`config.mk`:
```
export PLATFORM = sky130hd
export DESIGN_NAME = bb_mode_sel
export DESIGN_NICKNAME = d
export VERILOG_FILES = /design/src/rtl/bb_mode_sel_pkg.sv /design/src/rtl/bb_mode_decide.sv /design/src/rtl/bb_mode_filter.sv /design/src/rtl/bb_gate_map.sv /design/src/rtl/bb_mode_sel.sv
export SDC_FILE = /design/constraint.sdc
export NUM_CORES = 1
export LEC_CHECK = 0
export BUFFER_PORTS_ARGS = -buffer_cell sky130_fd_sc_hd__buf_4
export CORE_MARGIN = 2
export CORE_UTILIZATION = 35
export DETAILED_ROUTE_END_ITERATION = 7
export PLACE_DENSITY = 0.67
export SYNTH_ARGS = -nofsm -noshare
export SYNTH_HDL_FRONTEND = slang
export SYNTH_SLANG_ARGS = --single-unit
```
`constraint.sdc`:
```
create_clock -name clk -period 3.8 [get_ports clk]
set_clock_uncertainty 0.05 [all_clocks]
set_input_delay 0.76 -clock clk [delete_from_list [all_inputs] [get_ports clk]]
set_output_delay 0.76 -clock clk [all_outputs]
set_load 0.01 [all_outputs]
```
`src/rtl/bb_mode_sel_pkg.sv`:
```
package bb_mode_sel_pkg;

    typedef enum logic [1:0] {
        MODE_BUCK  = 2'b01,
        MODE_BOOST = 2'b10,
        MODE_BB    = 2'b11
    } mode_e;

    localparam int NUM_THR   = 4;
    localparam int THR_K_LO  = 0;
    localparam int THR_K_HI  = 1;
    localparam int THR_B_LO  = 2;
    localparam int THR_B_HI  = 3;

    localparam int NUM_GATES = 4;
    localparam int G_M1      = 0;
    localparam int G_M2      = 1;
    localparam int G_M3      = 2;
    localparam int G_M4      = 3;

endpackage

```
`src/rtl/bb_mode_decide.sv`:
```
module bb_mode_decide
    import bb_mode_sel_pkg::*;
(
    input  mode_e                cur_i,
    input  logic [NUM_THR-1:0]   thr_i,
    output mode_e                cand_o
);

    always_comb begin
        cand_o = cur_i;
        case (cur_i)
            MODE_BB: begin
                if (thr_i[THR_B_HI])       cand_o = MODE_BUCK;
                else if (!thr_i[THR_K_LO]) cand_o = MODE_BOOST;
            end
            MODE_BUCK: begin
                if (!thr_i[THR_K_LO])      cand_o = MODE_BOOST;
                else if (!thr_i[THR_B_LO]) cand_o = MODE_BB;
            end
            MODE_BOOST: begin
                if (thr_i[THR_B_HI])       cand_o = MODE_BUCK;
                else if (thr_i[THR_K_HI])  cand_o = MODE_BB;
            end
            default: cand_o = MODE_BB;
        endcase
    end

endmodule

```
`src/rtl/bb_mode_filter.sv`:
```
module bb_mode_filter
    import bb_mode_sel_pkg::*;
#(
    parameter int STABLE_PERIODS = 3
) (
    input  logic  clk,
    input  logic  rst_n,
    input  logic  period_start_i,
    input  mode_e cand_i,
    output mode_e mode_o,
    output logic  valid_o
);

    localparam int CW = $clog2(STABLE_PERIODS + 1);

    typedef struct packed {
        mode_e          mode;
        mode_e          pend;
        logic [CW-1:0]  cnt;
        logic           valid;
    } filt_t;

    filt_t st_d, st_q;
    logic [CW-1:0] run;

    always_comb begin
        st_d = st_q;
        run  = (cand_i == st_q.pend) ? st_q.cnt + CW'(1) : CW'(1);
        if (period_start_i) begin
            st_d.valid = 1'b1;
            if (cand_i == st_q.mode) begin
                st_d.pend = st_q.mode;
                st_d.cnt  = '0;
            end else if (run == CW'(STABLE_PERIODS)) begin
                st_d.mode = cand_i;
                st_d.pend = cand_i;
                st_d.cnt  = '0;
            end else begin
                st_d.pend = cand_i;
                st_d.cnt  = run;
            end
        end
    end

    always_ff @(posedge clk or negedge rst_n) begin
        if (!rst_n) begin
            st_q.mode  <= MODE_BB;
            st_q.pend  <= MODE_BB;
            st_q.cnt   <= '0;
            st_q.valid <= 1'b0;
        end else begin
            st_q <= st_d;
        end
    end

    assign mode_o  = st_q.mode;
    assign valid_o = st_q.valid;

endmodule

```
`src/rtl/bb_gate_map.sv`:
```
module bb_gate_map
    import bb_mode_sel_pkg::*;
(
    input  logic                 clk,
    input  logic                 rst_n,
    input  mode_e                mode_i,
    input  logic                 valid_i,
    input  logic [3:0]           ph_i,
    output logic [NUM_GATES-1:0] gate_o
);

    localparam int NUM_LEGS = NUM_GATES / 2;

    typedef struct packed {
        logic [NUM_GATES-1:0] gate;
    } gate_st_t;

    gate_st_t st_d, st_q;
    logic [NUM_GATES-1:0] raw;
    logic [NUM_GATES-1:0] nxt;

    // phase index equals gate index: A->M1, B->M2, C->M3, D->M4
    always_comb begin
        case (mode_i)
            MODE_BUCK:  raw = {1'b1, 1'b0, ph_i[G_M2], ph_i[G_M1]};
            MODE_BOOST: raw = {ph_i[G_M4], ph_i[G_M3], 1'b0, 1'b1};
            default:    raw = ph_i;
        endcase
    end

    for (genvar l = 0; l < NUM_LEGS; l++) begin : g_leg
        localparam int HI = (l == 0) ? G_M1 : G_M4;
        localparam int LO = (l == 0) ? G_M2 : G_M3;
        assign nxt[HI] = valid_i & raw[HI] & ~raw[LO] & ~st_q.gate[LO];
        assign nxt[LO] = valid_i & raw[LO] & ~st_q.gate[HI];
    end

    always_comb begin
        st_d      = st_q;
        st_d.gate = nxt;
    end

    always_ff @(posedge clk or negedge rst_n) begin
        if (!rst_n) st_q <= '0;
        else        st_q <= st_d;
    end

    assign gate_o = st_q.gate;

endmodule

```
`src/rtl/bb_mode_sel.sv`:
```
module bb_mode_sel
    import bb_mode_sel_pkg::*;
#(
    parameter int STABLE_PERIODS = 3
) (
    input  logic       clk,
    input  logic       rst_n,
    input  logic       vin_boost_lo_i,
    input  logic       vin_boost_hi_i,
    input  logic       vin_buck_lo_i,
    input  logic       vin_buck_hi_i,
    input  logic       period_start_i,
    input  logic       ph_a_i,
    input  logic       ph_b_i,
    input  logic       ph_c_i,
    input  logic       ph_d_i,
    output logic [1:0] mode_o,
    output logic [3:0] gate_o
);

    logic [NUM_THR-1:0] thr;
    mode_e              cur_mode;
    mode_e              cand_mode;
    logic               gates_valid;

    assign thr = {vin_buck_hi_i, vin_buck_lo_i, vin_boost_hi_i, vin_boost_lo_i};

    bb_mode_decide u_decide (
        .cur_i  (cur_mode),
        .thr_i  (thr),
        .cand_o (cand_mode)
    );

    bb_mode_filter #(.STABLE_PERIODS(STABLE_PERIODS)) u_filter (
        .clk            (clk),
        .rst_n          (rst_n),
        .period_start_i (period_start_i),
        .cand_i         (cand_mode),
        .mode_o         (cur_mode),
        .valid_o        (gates_valid)
    );

    bb_gate_map u_gates (
        .clk     (clk),
        .rst_n   (rst_n),
        .mode_i  (cur_mode),
        .valid_i (gates_valid),
        .ph_i    ({ph_d_i, ph_c_i, ph_b_i, ph_a_i}),
        .gate_o  (gate_o)
    );

    assign mode_o = cur_mode;

endmodule

```
Yosys cells after proc, flatten, opt, wreduce, memory -nomap -nowiden
Cells that the tools add are included.
Widths: inputs -> output; s select.
- flip-flop bits (word level): 11
- output and inout port bits: 6
- logic and storage cells: 41
- $add $sub $neg: 1
- eq/ne operators: 6
- multiplexer cells: 11
- bitwise operators: 17
- reductions and logical operators: 1
- operators with widths (kind ; number):
    $mux 2 ; 8
    $and 1x1->1 ; 10
    $pmux 4 s2 ; 1
    $not 1->1 ; 7
    $eq 2x2->1 const B ; 3
    $pmux 2 s3 ; 1
    $eq 2x2->1 ; 2
    $mux 4 ; 1
    $reduce_and 3->1 ; 1
    $add 2x1->2 const B ; 1
    $eq 2x1->1 const B ; 1

Depth between registers and ports, before layout
- depth in word-level cells: 8
- gate-level depth with buffers: 7
- mapped depth without buffers: 7

Hierarchy
Synthesis repeated with hierarchy kept, for this count alone.
- cell total of the unflattened synthesis: 53
- area total of the unflattened synthesis: 598.1 µm²
- modules (own cells, without submodules) (module ; times used ; cells an instance ; area an instance (µm²) ; seq. area each (µm²)):
    bb_mode_filter ; 1 ; 27 ; 346.6 ; 180.2
    bb_gate_map ; 1 ; 20 ; 214.0 ; 100.1
    bb_mode_decide ; 1 ; 6 ; 37.5 ; 0.0

Worst setup path after synthesis
OpenSTA, ideal clock, no wires.
- path type: register -> register
- start point: register u_filter.st_q, in the netlist u_filter.mode_o[0]
- end point: register u_filter.st_q[1] (netlist bit)
- setup time: 123 ps
- arrival time: 2148 ps
- data required time: 3627 ps
- slack: 1479 ps
- stages on the path, launching flop included: 8
- buffers on the path: 0
- period minus slack after synthesis: 2321 ps
- path through: dfstp_2 > inv_1 > ha_1 > a211oi_2 > nor3_2 > or3_4 > a221o_1 > o221a_1
- longest elaborated chain between the ends: 8
- RTL lines (item ; RTL line ; source):
    start, declared ; bb_mode_filter.sv:23 ; filt_t st_d, st_q;
    start signal, assigned ; bb_mode_filter.sv:52 ; st_q <= st_d;
    $mux 2, on equally long branches ; bb_mode_decide.sv:22, bb_mode_decide.sv:14, bb_mode_decide.sv:18 ;
    $mux 2, on equally long branches ; bb_mode_decide.sv:21, bb_mode_decide.sv:13, bb_mode_decide.sv:17 ;
    $pmux 2 s3 ; bb_mode_decide.sv:11 ; case (cur_i)
    $eq 2x2->1 ; bb_mode_filter.sv:28 ; run = (cand_i == st_q.pend) ? st_q.cnt + CW'(1) : CW'(1);
    $mux 2 ; bb_mode_filter.sv:28 ;
    $eq 2x2->1 ; bb_mode_filter.sv:34 ; end else if (run == CW'(STABLE_PERIODS)) begin
    $mux 2 ; bb_mode_filter.sv:34 ;
    $mux 4 (*) ; bb_mode_filter.sv:31 ; if (cand_i == st_q.mode) begin
Every way passes the cells marked *; elsewhere a longest branch is shown, timed or not.
A chain may end at the register's enable or synchronous reset.

Worst setup path after layout
Same ends and word-level chain as after synthesis.

==> metrics <==
final slew viol count 0; via count 621; combinational share of power 54.9%; max-cap violations 0; Clk pwr share 11.6%; Seq/Total Area, Yosys 38.16%; initial core utilization 37.44%; P_sw 278.3 µW; syn nets 91; setup TNS 0 ns; fin area 895.9 µm²; Reg2Reg Depth 7; drt wl/cell 13.03 µm; Root Buffer clkbuf_4; Total GRT Usage 14.28%; Synth Area in Simple Gates 22.32%; number of global-route vias before repair 601; Placed Cells 116; RD Place Congestion 0.7891; final setup vio count 0; Static Leak 0.0003883 µW; Post-CTS Resized 0; post-CTS setup buffers 0; Internal 391.5 µW; slew margin rel. 70.59%; Antenna diodes 0; DIE AREA 0.002481 mm²; io pins 17; Layout fillers 224; H-tree Lvls 1; crit-path max FO 9; Hold Fails Final Rpt 0; pin count of the biggest net entering global routing 12; HP Class in2async; Avg Cell Area, Syn 9.664 µm²; Fmax 0.4066 GHz; post-synthesis mux area share 2.726%; Post-Syn Area 734.5 µm²; final-stage net count 109; DP Wirelength 1.280 mm; routed wire length 1.564 mm; aggregate global routing overflow 0; RSZ-0062 raised after global routing no; Worst-path clk slew 0.07 ns; FF+latch count, synth 11; layout cells sized above 1 32.26%; hold slack final 0.2660 ns; DRC 0; first drt pass iteration count 4; Adder-Cell Fraction of Synth Area 6.814%; CORE AREA 0.001962 mm²; Die H 49.81 µm; post-route ant nets 0; crit path launch type register; FF-to-FF Start u_filter.mode_o[0]; Max clock buf depth 2; synth unique cells 35; Non-Filler Instances 120; Post-CTS Hold Fix Bufs 0; first-pass GRT wire length 2.642 mm; critical path class reg2reg; largest family of logic cells by synthesized area compound AO/OA/AOI/OAI gates; Layout area overhead 21.98%; Rows 16; Post-DP Area 869.6 µm²; Ys Warns 0; Sw Ratio 41.55%; Clock Sinks 11; Worst-Margin Slew 0.4366 ns; vias per cell 5.175; Clock Latency Late Sink 0.26 ns; cells after synthesis 76; Req. time, crit path 3.90 ns; Final Cycle Share 64.72%; Die Wd 49.81 µm; kind of end point of the critical path register; share of power burned in registers 33.5%; Setup crit start u_filter.mode_o[0]; CTS tree done; status completed; DRT iter0 DRCs 10; P per Cell Area 747.7 mW/mm²; Critical Path AT 2.56 ns; CTS buffer count 3; Port Buf Inserts 16; min cycle time layout 2.459 ns; initial antenna violation count 0; Post-Synth XOR/XNOR Area 1.193%; area fraction in compound gates after synthesis 23.17%; Worst VDD drop 337.8 µV
==> cell families (layout without fill, tap and decap cells) <==
kind of cell / count (synthesis) / after routing
compound gates: 20 / 20
flops: 11 / 11
simple gates: 29 / 29
mux: 2 / 2
fa+ha+maj: 4 / 4
xor+xnor: 1 / 1
buf+inv: 9 / 26
==> final timing paths <==
check	to	slack, ns
worst min register to register	u_gates.gate_o[3]	0.39
worst max register to register	u_filter.st_q[1]	1.34
worst max-delay path	u_filter.st_q[1]	1.34
min in group clk	u_gates.gate_o[3]	0.39
worst min-delay path	u_gates.gate_o[0]	0.27
max in group asynchronous	u_filter.mode_o[1]	3.21
==> layer usage <==
metal  GRT usage [%]  wire length (µm)  vias up
met2           22.44               736       24
met3           6.061               111        0
met1           17.75               717      289
met5               0                 0        -
met4           4.167                 0        0
li1                -                 -      308
==> synthesized netlist by cell type, drive strengths merged <==
master	number	share of area [%]
nor2	7	3.6
a21oi	2	1.4
nor2b	3	2.6
buf	2	2.0
nor3	6	5.5
nor3b	1	1.0
o221a	1	1.5
clkbuf	1	0.51
xnor2	1	1.2
a221o	1	1.4
nand2b	3	2.6
o211ai	1	1.0
o2bb2ai	1	1.2
a2bb2oi	1	1.2
a2111oi	1	1.2
o21ai	3	2.0
dfstp	4	14
ha	4	6.8
o21a	2	2.0
mux2i	2	2.7
inv	6	3.1
a211oi	1	1.7
dfrtp	7	24
a221oi	1	2.0
o211a	1	1.4
a31oi	2	1.7
o32ai	1	2.2
nand2	5	2.6
and4b	1	1.4
o221ai	1	1.2
or3	3	3.2
==> critical path, cell delays in order, from the launching register on <==
cell      delay (ns)
dfstp_2         0.63
inv_1           0.10
ha_1            0.29
a211oi_2        0.19
nor3_2          0.10
or3_4           0.38
a221o_1         0.38
o221a_1         0.23
==> cell usage in the layout (no fill, tap or decap), types with 2 or more instances in the layout <==
| cell | count |
|---|---|
| a21oi_1 | 2 |
| a31oi_1 | 2 |
| buf_4 | 16 |
| clkbuf_4 | 3 |
| dfrtp_1 | 7 |
| dfstp_2 | 4 |
| ha_1 | 4 |
| inv_1 | 5 |
| mux2i_1 | 2 |
| nand2_1 | 5 |
| nand2b_1 | 3 |
| nor2_1 | 7 |
| nor2b_1 | 3 |
| nor3_1 | 4 |
| nor3_2 | 2 |
| o21a_1 | 2 |
| o21ai_0 | 2 |
| or3_1 | 2 |
==> state kept, by name, summed over array words and instances (netlist names) <==
name / cells
u_filter.valid_o: 1
u_gates.gate_o: 4
u_filter.mode_o: 2
u_filter.st_q: 4
==> cell type report <==
cell class / count / area, µm² / area share (%)
sequential: 11 / 280.3 / 31.28
multi-input combinational: 56 / 412.9 / 46.09
timing repair buffer: 16 / 120.1 / 13.41
tap: 27 / 33.78 / 3.771
inverter: 6 / 22.52 / 2.514
clock buffer: 4 / 26.28 / 2.933
==> stage by stage <==
stage / worst slack (ns) / util (%) / total power (µW)
global placement: 1.404 / 44.32 / 585.3
CTS: 1.328 / 45.66 / 677.3
global route: 1.127 / 45.66 / 726.8
floorplan: 1.479 / - / 491.2
finish: 1.341 / 45.66 / 669.8
detailed placement: 1.334 / 44.32 / 596.1
==> power by group through the flow <==
stage | Sequential [µW] | Combinational [µW] | Clock (µW)
after detailed placement | 225 | 371 | 0
after global placement | 224 | 362 | 0
after CTS | 225 | 371 | 81.8
final | 224 | 368 | 77.9
after global routing | 233 | 406 | 87.9
after floorplan | 223 | 268 | 0
Power figures use the tool's default switching activity.
